===== src/rtl/bcd_cd_pkg.sv =====
package bcd_cd_pkg;
  localparam int DIGIT_W    = 4;
  localparam int NUM_DIGITS = 4;
  localparam int IDX_SU = 0;
  localparam int IDX_ST = 1;
  localparam int IDX_MU = 2;
  localparam int IDX_MT = 3;

  typedef struct packed {
    logic [NUM_DIGITS-1:0] dec;
    logic                  loadMin;
    logic                  clearSec;
  } cd_strobe_t;
endpackage


===== src/rtl/bcd_cd_digit.sv =====
module bcd_cd_digit #(
  parameter int W   = 4,
  parameter int MAX = 9
) (
  input  logic         clk,
  input  logic         rst,
  input  logic         dec,
  input  logic         load,
  input  logic         clr,
  input  logic [W-1:0] loadVal,
  output logic [W-1:0] val,
  output logic         atZero
);
  localparam logic [W-1:0] WRAP_VAL = W'(MAX);

  always_ff @(posedge clk) begin
    if (rst || clr)  val <= '0;
    else if (load)   val <= loadVal;
    else if (dec)    val <= (val == '0) ? WRAP_VAL : val - 1'b1;
  end

  assign atZero = (val == '0);
endmodule


===== src/rtl/bcd_cd_ctrl.sv =====
module bcd_cd_ctrl
  import bcd_cd_pkg::*;
(
  input  logic                  tickEn,
  input  logic                  loadMin,
  input  logic                  clearSec,
  input  logic [NUM_DIGITS-1:0] atZero,
  output cd_strobe_t            strobe,
  output logic                  allZero
);
  logic decSu, decSt, decMu, decMt;

  // borrow ripple: each stage decrements when the one below is at zero
  assign decSu = tickEn & ~clearSec;
  assign decSt = decSu & atZero[IDX_SU];
  assign decMu = decSt & atZero[IDX_ST] & ~loadMin;
  assign decMt = decMu & atZero[IDX_MU];

  always_comb begin
    strobe             = '0;
    strobe.dec[IDX_SU] = decSu;
    strobe.dec[IDX_ST] = decSt;
    strobe.dec[IDX_MU] = decMu;
    strobe.dec[IDX_MT] = decMt;
    strobe.loadMin     = loadMin;
    strobe.clearSec    = clearSec;
  end

  assign allZero = &atZero;
endmodule


===== src/rtl/bcd_cd_datapath.sv =====
module bcd_cd_datapath
  import bcd_cd_pkg::*;
#(
  parameter int SEC_TENS_MAX = 5,
  parameter int DIGIT_MAX    = 9
) (
  input  logic                  clk,
  input  logic                  rst,
  input  cd_strobe_t            strobe,
  input  logic [DIGIT_W-1:0]    presetTens,
  input  logic [DIGIT_W-1:0]    presetUnits,
  output logic [DIGIT_W-1:0]    digit [NUM_DIGITS],
  output logic [NUM_DIGITS-1:0] atZero
);
  localparam logic [DIGIT_W-1:0] CLAMP_VAL = DIGIT_W'(DIGIT_MAX);

  function automatic logic [DIGIT_W-1:0] clampDigit(input logic [DIGIT_W-1:0] d);
    return (d > CLAMP_VAL) ? CLAMP_VAL : d;
  endfunction

  for (genvar i = 0; i < NUM_DIGITS; i++) begin : g_digit
    localparam int  MAXV   = (i == IDX_ST) ? SEC_TENS_MAX : DIGIT_MAX;
    localparam bit  IS_MIN = (i >= IDX_MU);
    logic [DIGIT_W-1:0] loadVal;

    if (i == IDX_MT)      begin : g_lt assign loadVal = clampDigit(presetTens);  end
    else if (i == IDX_MU) begin : g_lu assign loadVal = clampDigit(presetUnits); end
    else                  begin : g_l0 assign loadVal = '0;                      end

    bcd_cd_digit #(.W(DIGIT_W), .MAX(MAXV)) u_digit (
      .clk     (clk),
      .rst     (rst),
      .dec     (strobe.dec[i]),
      .load    (IS_MIN ? strobe.loadMin : 1'b0),
      .clr     (IS_MIN ? 1'b0 : strobe.clearSec),
      .loadVal (loadVal),
      .val     (digit[i]),
      .atZero  (atZero[i])
    );
  end
endmodule


===== src/rtl/bcd_countdown_chain.sv =====
module bcd_countdown_chain
  import bcd_cd_pkg::*;
#(
  parameter int SEC_TENS_MAX = 5,
  parameter int DIGIT_MAX    = 9
) (
  input  logic               clk,
  input  logic               rst,
  input  logic               tickEn,
  input  logic               loadMin,
  input  logic               clearSec,
  input  logic [DIGIT_W-1:0] presetTens,
  input  logic [DIGIT_W-1:0] presetUnits,
  output logic [DIGIT_W-1:0] minTens,
  output logic [DIGIT_W-1:0] minUnits,
  output logic [DIGIT_W-1:0] secTens,
  output logic [DIGIT_W-1:0] secUnits,
  output logic               isZero
);
  cd_strobe_t            strobe;
  logic [NUM_DIGITS-1:0] atZero;
  logic [DIGIT_W-1:0]    digit [NUM_DIGITS];

  bcd_cd_ctrl u_ctrl (
    .tickEn   (tickEn),
    .loadMin  (loadMin),
    .clearSec (clearSec),
    .atZero   (atZero),
    .strobe   (strobe),
    .allZero  (isZero)
  );

  bcd_cd_datapath #(.SEC_TENS_MAX(SEC_TENS_MAX), .DIGIT_MAX(DIGIT_MAX)) u_dp (
    .clk         (clk),
    .rst         (rst),
    .strobe      (strobe),
    .presetTens  (presetTens),
    .presetUnits (presetUnits),
    .digit       (digit),
    .atZero      (atZero)
  );

  assign secUnits = digit[IDX_SU];
  assign secTens  = digit[IDX_ST];
  assign minUnits = digit[IDX_MU];
  assign minTens  = digit[IDX_MT];
endmodule


===== config.mk =====
export PLATFORM = sky130hd
export DESIGN_NAME = bcd_countdown_chain
export DESIGN_NICKNAME = d
export VERILOG_FILES = /design/src/rtl/bcd_cd_pkg.sv /design/src/rtl/bcd_cd_digit.sv /design/src/rtl/bcd_cd_ctrl.sv /design/src/rtl/bcd_cd_datapath.sv /design/src/rtl/bcd_countdown_chain.sv
export SDC_FILE = /design/constraint.sdc
export NUM_CORES = 1
export LEC_CHECK = 0
export BUFFER_PORTS_ARGS = -buffer_cell sky130_fd_sc_hd__buf_4
export CAP_MARGIN = 0
export CORE_MARGIN = 1
export CORE_UTILIZATION = 50
export CTS_BUF_LIST = sky130_fd_sc_hd__clkbuf_2
export CTS_CLUSTER_DIAMETER = 60
export DETAILED_ROUTE_END_ITERATION = 10
export PLACE_DENSITY = 0.8
export SYNTH_ARGS = -nofsm -noshare
export SYNTH_HDL_FRONTEND = slang
export SYNTH_SLANG_ARGS = --single-unit

===== constraint.sdc =====
create_clock -name clk -period 2.45 [get_ports clk]
set_input_delay 0.1225 -clock clk [delete_from_list [all_inputs] [get_ports clk]]
set_output_delay 0.1225 -clock clk [all_outputs]
set_load 0.01 [all_outputs]

==> summary.md, run 1 <==
| Metric | Value |
|---|---|
| Outcome | `complete, but fails checks` |
| Failing checks | `design-rule violations` |
| Total CTS buffers | `3` |
| Largest net degree at the start of global routing | `11` |
| Largest regs | `u_dp.g_digit.u_digit.val (16)` |
| Mapped Cells | `107` |
| Static leakage | `0.463 nW` |
| Max-slew headroom | `60.9%` |
| Grt ovf | `0` |
| Final worst path period need | `1.95 ns` |
| RSZ-0062 raised after global routing | `no` |
| Clk sinks | `16` |
| Synth Warn # | `0` |
| # hold bufs at CTS | `0` |
| Register area share after synthesis | `37.4%` |
| Crit-path cells | `nor4_1, nand4_1, nor4_1, buf_4` |
| Total negative slack | `0 ns` |
| Syn-to-layout area delta | `28.0%` |
| Via density | `6.20` |
| H-tree depth | `1` |
| Async SR Flop Fraction | `0%` |
| Final Worst Setup Slack | `0.501 ns` |
| Largest register FFs | `16` |
| Worst Path Max Fanout | `8` |
| Crit path kind | `reg -> out` |
| Peak VDD IR | `0.374 mV` |
| End-of-flow core utilization | `70.4%` |
| Post-Syn Area | `857 um2` |
| F_max | `513 MHz` |
| Core Box Area | `1560 um2` |
| DR iter-0 viols | `16` |
| Post-CTS Setup Bufs | `0` |
| Required time worst endpoint | `2.33 ns` |
| Share of layout cells above drive strength 1 | `30.1%` |
| Ant. Diodes | `0` |
| Die footprint | `1880 um2` |
| Hpwl dp | `1620 um` |
| Count leader, synth | `nor2_1` |
| Mean Syn Cell Area | `8.01 um2` |
| Placed Area | `1080 um2` |
| DR pass1 iterations | `7` |
| Synth cell types | `34` |
| Period utilization | `79.5%` |
| Worst setup SP type | `flop` |
| Max-slew violations | `0` |
| Total GRT Usage | `24.2%` |
| Max incr delay on CP | `0.57 ns` |
| DIE HEIGHT | `43.4 um` |
| # setup viols final | `0` |
| Cell area power density | `485 nW/um2` |
| RePlAce Congestion | `0.894` |
| Nets | `151` |
| Post-synthesis net count | `120` |
| Number of global-route vias before repair | `804` |
| Final Cell Area | `1100 um2` |
| Synth cell count leaders | `17 x nor2_1, 16 x dfxtp_1, 7 x nand2_1` |
| Worst slew pin tran | `0.581 ns` |
| Post-synth top area cell | `dfxtp_1` |
| Tightest hold margin | `0.0321 ns` |
| Die width | `43.4 um` |
| DRC errors left | `2` |
| FF+latch count, synth | `16` |
| Most Frequent Cell on Critical Path | `nor4_1` |
| Clock Latency Late Sink | `0.30 ns` |
| Cts repair resizes | `0` |
| Number of flops mapped to enable cells by yosys | `0` |
| IO Pins | `30` |
| Reg clk slew, reported paths | `0.15 ns` |
| Top cells by area, synth | `dfxtp_1 37%, nor2_1 7.4%, nor4_1 4.4%, xnor2_1 4.1%, nand4_1 3.6%` |
| MaxCap Viol Count | `0` |
| CTS max path bufs | `2` |
| Effective utilization at floorplan | `55.0%` |
| Antenna-violating nets left | `0` |
| Top reg by flops | `u_dp.g_digit.u_digit.val` |
| Post-synth top flop | `dfxtp_1` |
| Top-area cell type share of the netlist area | `37.4%` |
| Vias | `943` |
| Slowest CP cell | `nor4_1` |
| Clock Skew | `0.00902 ns` |
| CTS Root Cell | `clkbuf_2` |
| Routed WL | `2100 um` |
| Wire length per cell | `13.8 um` |
| # rows | `14` |
| First-pass GRT wire length | `3460 um` |
| Worst slack at placement | `0.548 ns` |
| Hold WC Path Type | `in -> reg` |
| Worst setup EP type | `primary output` |
| TritonCTS clock tree | `done` |
| CP arrival | `1.83 ns` |
| Initial antenna violation count | `0` |
| Port bufs | `29` |
| Hold Vio Cnt, Final | `0` |
-- worst max-delay path: cells and delay by family, from the launching register on --
kind	cells	cell delay, ns
simple gates	3	0.94
buf+inv	1	0.18
flops	1	0.41
-- power by group --
group | internal, W | total (W) | switching, W
clock | 0.0000334 | 0.000118 | 0.0000843
sequential | 0.000273 | 0.000291 | 0.0000181
combinational | 0.0000625 | 0.000124 | 0.0000615
total | 0.000369 | 0.000532 | 0.000164
-- stage by stage --
step | power [W] | cells
after floorplan | 0.000365 | 107
after CTS | 0.000535 | 152
after detailed placement | 0.000420 | 149
after global routing | 0.000563 | 152
after global placement | 0.000418 | 149
final | 0.000532 | 152
-- worst paths after layout --
check                            startpoint                        endpoint  slack (ns)  cells past startpoint
max reg2reg  u_dp.g_digit[0].u_digit.val[0]  u_dp.g_digit[1].u_digit.val[1]        0.52                      4
max          u_dp.g_digit[1].u_digit.val[1]                          isZero        0.50                      4
min                          presetUnits[2]  u_dp.g_digit[2].u_digit.val[2]        0.03                      3
min reg2reg  u_dp.g_digit[1].u_digit.val[3]  u_dp.g_digit[1].u_digit.val[3]        0.52                      1
-- kinds of logic (layout without fill, tap and decap cells) --
| logic type | Yosys count | in the layout | share of synthesized area, % |
|---|---|---|---|
| multiplexers | 2 | 2 | 2.34 |
| AO/OA/AOI/OAI | 19 | 19 | 14.5 |
| XOR/XNOR | 4 | 4 | 4.09 |
| buffers and inverters | 5 | 34 | 2.34 |
| flip-flops | 16 | 16 | 37.4 |
| AND/OR/NAND/NOR | 61 | 61 | 39.4 |
-- layout by cell type (no fill, tap or decap), drive strengths merged --
cell type / count
buf: 29
nor2: 17
dfxtp: 16
nand2: 7
a21oi: 7
nor4: 6
nor3: 6
nand4: 5
o21ai: 5
nand3: 4
xnor2: 4
or3: 4
or2: 3
clkbuf: 3
inv: 2
mux2i: 2
or4: 2
nor4b: 1
or4b: 1
and4: 1
a22oi: 1
o2111ai: 1
a32oi: 1
and3: 1
nor2b: 1
o31ai: 1
o311a: 1
a221oi: 1
a211oi: 1
nand3b: 1
nand2b: 1
-- area by class of cell --
type / count / area [um2]
multi-input combinational: 86 / 517
clock buffer: 3 / 15.0
timing repair buffer: 29 / 218
fill: 136 / 462
sequential: 16 / 320
inverter: 2 / 7.51
tap: 16 / 20.0
-- routing by layer --
metal,GRT usage (%),up-vias,wire length [um]
li1,-,463,-
met1,32.5,444,939
met2,39.4,31,997
met3,2.50,5,121
met4,11.3,0,37
met5,0,-,0
Power figures use the tool's default switching activity.
==> inputs of run 2 (changes only) <==
--- a/config.mk
+++ b/config.mk
@@ -8,11 +8,11 @@
 export BUFFER_PORTS_ARGS = -buffer_cell sky130_fd_sc_hd__buf_4
 export CAP_MARGIN = 0
 export CORE_MARGIN = 1
-export CORE_UTILIZATION = 50
+export CORE_UTILIZATION = 45
 export CTS_BUF_LIST = sky130_fd_sc_hd__clkbuf_2
 export CTS_CLUSTER_DIAMETER = 60
 export DETAILED_ROUTE_END_ITERATION = 10
-export PLACE_DENSITY = 0.8
+export PLACE_DENSITY = 0.76
 export SYNTH_ARGS = -nofsm -noshare
 export SYNTH_HDL_FRONTEND = slang
 export SYNTH_SLANG_ARGS = --single-unit
==> constraint.sdc (replaced) <==
create_clock -name clk -period 1.6 [get_ports clk]
set_input_delay 0.08 -clock clk [delete_from_list [all_inputs] [get_ports clk]]
set_output_delay 0.08 -clock clk [all_outputs]
set_load 0.01 [all_outputs]
==> summary.md, run 2 (same netlist as run 1, synthesis figures left out) <==
| Metric | Value |
|---|---|
| CTS max path bufs | `2` |
| IO Pins | `30` |
| # setup viols final | `8` |
| Inst Count DP | `174` |
| Placed Area | `1220 um2` |
| CP arrival | `2.00 ns` |
| Antenna-violating nets left | `0` |
| Share of layout cells above drive strength 1 | `48.1%` |
| Port bufs | `29` |
| Via density | `5.90` |
| H-tree depth | `1` |
| Nets | `172` |
| Final std cells w/o fill | `183` |
| Die footprint | `2080 um2` |
| Ant. Diodes | `0` |
| DIE HEIGHT | `45.6 um` |
| Multi-input gate area | `612 um2` |
| FF/Latch Area | `334 um2` |
| Cell area power density | `664 nW/um2` |
| Largest regs | `u_dp.g_digit.u_digit.val (16)` |
| Tightest hold margin | `0.00787 ns` |
| DR pass1 iterations | `4` |
| Crit path kind | `reg -> reg` |
| Final Cell Area | `1380 um2` |
| Period utilization | `111%` |
| Static leakage | `0.596 nW` |
| Hpwl dp | `1820 um` |
| Failing checks | `negative setup slack` |
| Largest register FFs | `16` |
| DR iter-0 viols | `44` |
| Worst slew pin tran | `0.377 ns` |
| First-pass GRT wire length | `4090 um` |
| Effective utilization at floorplan | `48.6%` |
| Required time worst endpoint | `1.83 ns` |
| Clk sinks | `16` |
| Hold WC Path Type | `in -> reg` |
| RePlAce Congestion | `0.827` |
| Core Box Area | `1760 um2` |
| Most common cell after layout, fill and taps aside | `buf_4` |
| Clock Skew | `0.00490 ns` |
| Wire length per cell | `15.4 um` |
| Worst Path Max Fanout | `3` |
| RSZ-0062 raised after global routing | `yes` |
| Max-slew headroom | `74.6%` |
| Die width | `45.6 um` |
| Worst setup SP type | `flop` |
| Clock Latency Late Sink | `0.28 ns` |
| Grt ovf | `0` |
| Outcome | `complete, but fails checks` |
| TritonCTS clock tree | `done` |
| Total CTS buffers | `3` |
| DRC errors left | `0` |
| Commonest cells after routing, fill and taps aside | `49 x buf_4, 17 x nor2_1, 9 x dfxtp_1` |
| FILL cells | `130` |
| Final worst path period need | `1.77 ns` |
| Routed WL | `2820 um` |
| Top reg by flops | `u_dp.g_digit.u_digit.val` |
| Peak VDD IR | `0.617 mV` |
| Total GRT Usage | `26.5%` |
| Largest net degree at the start of global routing | `11` |
| # rows | `15` |
| Syn-to-layout area delta | `61.2%` |
| Vias | `1079` |
| Hold Vio Cnt, Final | `0` |
| Final Worst Setup Slack | `-0.168 ns` |
| Number of global-route vias before repair | `966` |
| MaxCap Viol Count | `0` |
| Reg clk slew, reported paths | `0.17 ns` |
| Worst setup EP type | `flop` |
| Initial antenna violation count | `0` |
| Max-slew violations | `0` |
| CTS Root Cell | `clkbuf_2` |
| F_max | `566 MHz` |
==> run 2: path summary, 6_finish.rpt <==
check,end,startpoint,slack [ns],depth (start not counted)
hold / removal,u_dp.g_digit[2].u_digit.val[2],presetUnits[2],0.008,3
hold reg to reg,u_dp.g_digit[2].u_digit.val[3],u_dp.g_digit[2].u_digit.val[3],0.56,2
setup / recovery,u_dp.g_digit[1].u_digit.val[1],u_dp.g_digit[0].u_digit.val[1],-0.17,4
setup reg to reg,u_dp.g_digit[1].u_digit.val[1],u_dp.g_digit[0].u_digit.val[1],-0.17,4
==> run 2: layout make-up <==
class | instances | area share (%)
inverters | 2 | 0.543
well taps | 25 | 2.26
clock inverters | 1 | 0.272
clock buffers | 3 | 1.09
multi-input cells | 86 | 44.3
repair buffers | 50 | 27.4
flip-flops and latches | 16 | 24.2
==> run 2: metal layers <==
metal | track usage, % | up-vias | share of wire, %
met3 | 3.57 | 6 | 7.8
met4 | 5.45 | 0 | 1.4
li1 | - | 503 | -
met2 | 45.4 | 69 | 52
met1 | 35.3 | 501 | 39
met5 | 0 | - | 0
==> run 2: worst max-delay path, stage by stage, from the launching register on <==
cell,delay (ns)
dfxtp_2,0.35
or4b_4,0.51
or3_4,0.36
or3_4,0.34
a21oi_2,0.14
==> run 2: metrics by stage <==
stage               setup TNS, ns  setup WS, ns  total power (W)  util, %
floorplan                  -0.245        -0.149         0.000560        -
global placement           -0.161       -0.0823         0.000672     68.9
detailed placement         -0.201        -0.114         0.000679     68.9
CTS                        -0.463        -0.148         0.000880     73.5
global route                -1.10        -0.185         0.000952     78.3
finish                     -0.813        -0.168         0.000917     78.3
==> run 2: what timing repair did <==
action                                 in CTS  in global routing
resized for setup                           9                 13
setup endpoints to repair                   6                 12
endpoints found under the hold margin       1                  0
buffers inserted                            1                  3
pin swaps                                   1                  5
hold buffers                                1                  0
==> run 2: power breakdown <==
part | leakage (nW) | internal [W] | total, W | switching [W]
Sequential | 0.134 | 0.000418 | 0.000445 | 0.0000270
Clock | 0.0140 | 0.0000544 | 0.000188 | 0.000134
Combinational | 0.447 | 0.000154 | 0.000284 | 0.000131
Total | 0.596 | 0.000626 | 0.000917 | 0.000291
==> inputs of run 3 (changes only) <==
--- a/config.mk
+++ b/config.mk
@@ -8,11 +8,11 @@
 export BUFFER_PORTS_ARGS = -buffer_cell sky130_fd_sc_hd__buf_4
 export CAP_MARGIN = 0
 export CORE_MARGIN = 1
-export CORE_UTILIZATION = 45
-export CTS_BUF_LIST = sky130_fd_sc_hd__clkbuf_2
+export CORE_UTILIZATION = 43
+export CTS_BUF_LIST = sky130_fd_sc_hd__clkbuf_4 sky130_fd_sc_hd__clkbuf_8 sky130_fd_sc_hd__clkbuf_16
 export CTS_CLUSTER_DIAMETER = 60
 export DETAILED_ROUTE_END_ITERATION = 10
-export PLACE_DENSITY = 0.76
+export PLACE_DENSITY = 0.73
 export SYNTH_ARGS = -nofsm -noshare
 export SYNTH_HDL_FRONTEND = slang
 export SYNTH_SLANG_ARGS = --single-unit
==> summary.md, run 3 (same netlist as run 1, synthesis figures left out) <==
| Metric | Value |
|---|---|
| Outcome | `complete, but fails checks` |
| Failing checks | `negative setup slack` |
| Clock Latency Late Sink | `0.29 ns` |
| Port bufs | `29` |
| Via density | `5.87` |
| H-tree depth | `1` |
| Hold WC Path Type | `in -> reg` |
| Largest net degree at the start of global routing | `11` |
| Wire length per cell | `14.7 um` |
| Routed WL | `2620 um` |
| Vias | `1044` |
| IO Pins | `30` |
| DRC errors left | `0` |
| Sw Share | `29.9%` |
| Ant. Diodes | `0` |
| Initial antenna violation count | `0` |
| Total GRT Usage | `25.6%` |
| Antenna-violating nets left | `0` |
| Clk pwr share | `23.4%` |
| Nets | `168` |
| Cell area power density | `697 nW/um2` |
| Grt ovf | `0` |
| Share of layout cells above drive strength 1 | `45.8%` |
| FILL cells | `153` |
| Largest register FFs | `16` |
| DR pass1 iterations | `4` |
| Crit path kind | `reg -> reg` |
| Register share of total power | `48.2%` |
| R2R cell count | `4` |
| Core Box Area | `1800 um2` |
| Peak VDD IR | `0.499 mV` |
| DR iter-0 viols | `32` |
| F_max | `576 MHz` |
| # rows | `15` |
| Final Worst Setup Slack | `-0.135 ns` |
| Syn-to-layout area delta | `54.3%` |
| Placed Area | `1210 um2` |
| # setup viols final | `6` |
| Most common cell after layout, fill and taps aside | `buf_4` |
| First-pass GRT wire length | `3930 um` |
| Worst slack at placement | `-0.110 ns` |
| CTS max path bufs | `2` |
| Max-slew headroom | `76.6%` |
| Reg clk slew, reported paths | `0.09 ns` |
| Hpwl dp | `1890 um` |
| Clk sinks | `16` |
| Number of global-route vias before repair | `907` |
| Max-slew violations | `0` |
| Inst Count DP | `173` |
| Hold Crit Depth | `3` |
| Required time worst endpoint | `1.83 ns` |
| Tightest hold margin | `0.00447 ns` |
| Worst setup SP type | `flop` |
| MaxCap Viol Count | `0` |
| Cell-internal power | `0.000646 W` |
| CP arrival | `1.96 ns` |
| Worst slew pin tran | `0.350 ns` |
| Final worst path period need | `1.74 ns` |
| CTS Root Cell | `clkbuf_4` |
| Top reg by flops | `u_dp.g_digit.u_digit.val` |
| Clock Skew | `0.00238 ns` |
| Hold Vio Cnt, Final | `0` |
| Effective utilization at floorplan | `47.6%` |
| Die footprint | `2180 um2` |
| Sw Pwr | `0.000276 W` |
| TritonCTS clock tree | `done` |
| Total CTS buffers | `3` |
| Commonest cells after routing, fill and taps aside | `46 x buf_4, 17 x nor2_1, 13 x dfxtp_1` |
| Final std cells w/o fill | `178` |
| RePlAce Congestion | `0.824` |
| DIE HEIGHT | `46.6 um` |
| Share of power burned in combinational logic | `28.4%` |
| Final Cell Area | `1320 um2` |
| Die width | `46.6 um` |
| Worst Path Max Fanout | `4` |
| Largest regs | `u_dp.g_digit.u_digit.val (16)` |
| Static leakage | `0.569 nW` |
| RSZ-0062 raised after global routing | `yes` |
| Worst setup EP type | `flop` |
| Period utilization | `108%` |
run 3: area by class of cell:
cell class,count,area (um2),share of cell area (%)
repair buffers,46,345,26.1
clock buffers,3,22.5,1.70
flip-flops and latches,16,324,24.5
multi-input cells,86,592,44.7
inverters,2,7.51,0.568
well taps,25,31.3,2.37
run 3: path summary, 6_finish.rpt:
path | start | end | slack (ns)
min reg2reg | u_dp.g_digit[3].u_digit.val[2] | u_dp.g_digit[3].u_digit.val[2] | 0.56
max | u_dp.g_digit[0].u_digit.val[1] | u_dp.g_digit[1].u_digit.val[1] | -0.14
max reg2reg | u_dp.g_digit[0].u_digit.val[1] | u_dp.g_digit[1].u_digit.val[1] | -0.14
min | presetUnits[2] | u_dp.g_digit[2].u_digit.val[2] | 0.004
run 3: power groups by stage:
stage / registers, W / logic [W] / clock network [W]
floorplan: 0.000457 / 0.000102 / 0
global placement: 0.000447 / 0.000225 / 0
detailed placement: 0.000448 / 0.000230 / 0
CTS: 0.000441 / 0.000241 / 0.000216
global route: 0.000447 / 0.000284 / 0.000236
finish: 0.000444 / 0.000262 / 0.000215
run 3: timing repair:
action                     4_1_cts  5_1_grt
setup buffers                    1        1
hold buffers                     0        0
pin swaps                        1        0
gates cloned                     0        0
setup endpoints to repair        6        9
resized for setup                5        9
run 3: per-stage QoR:
stage | util [%] | TNS (ns) | power, W
CTS | 70.3 | -0.293 | 0.000898
detailed placement | 67.1 | -0.234 | 0.000678
global placement | 67.1 | -0.181 | 0.000672
floorplan | - | -0.245 | 0.000560
finish | 73.4 | -0.358 | 0.000921
global route | 73.4 | -0.744 | 0.000967
run 3: worst max-delay path, stage by stage, from the launching register on:
cell     delay, ns
dfxtp_2       0.33
or4b_4        0.51
or3_4         0.37
or3_1         0.33
a21oi_2       0.13
run 3: metal layers:
metal | global-route usage (%) | routed length (um) | up-vias
met5 | 0 | 0 | -
li1 | - | - | 494
met4 | 8.57 | 8 | 0
met2 | 41.4 | 1270 | 48
met3 | 4.71 | 142 | 2
met1 | 33.9 | 1190 | 500
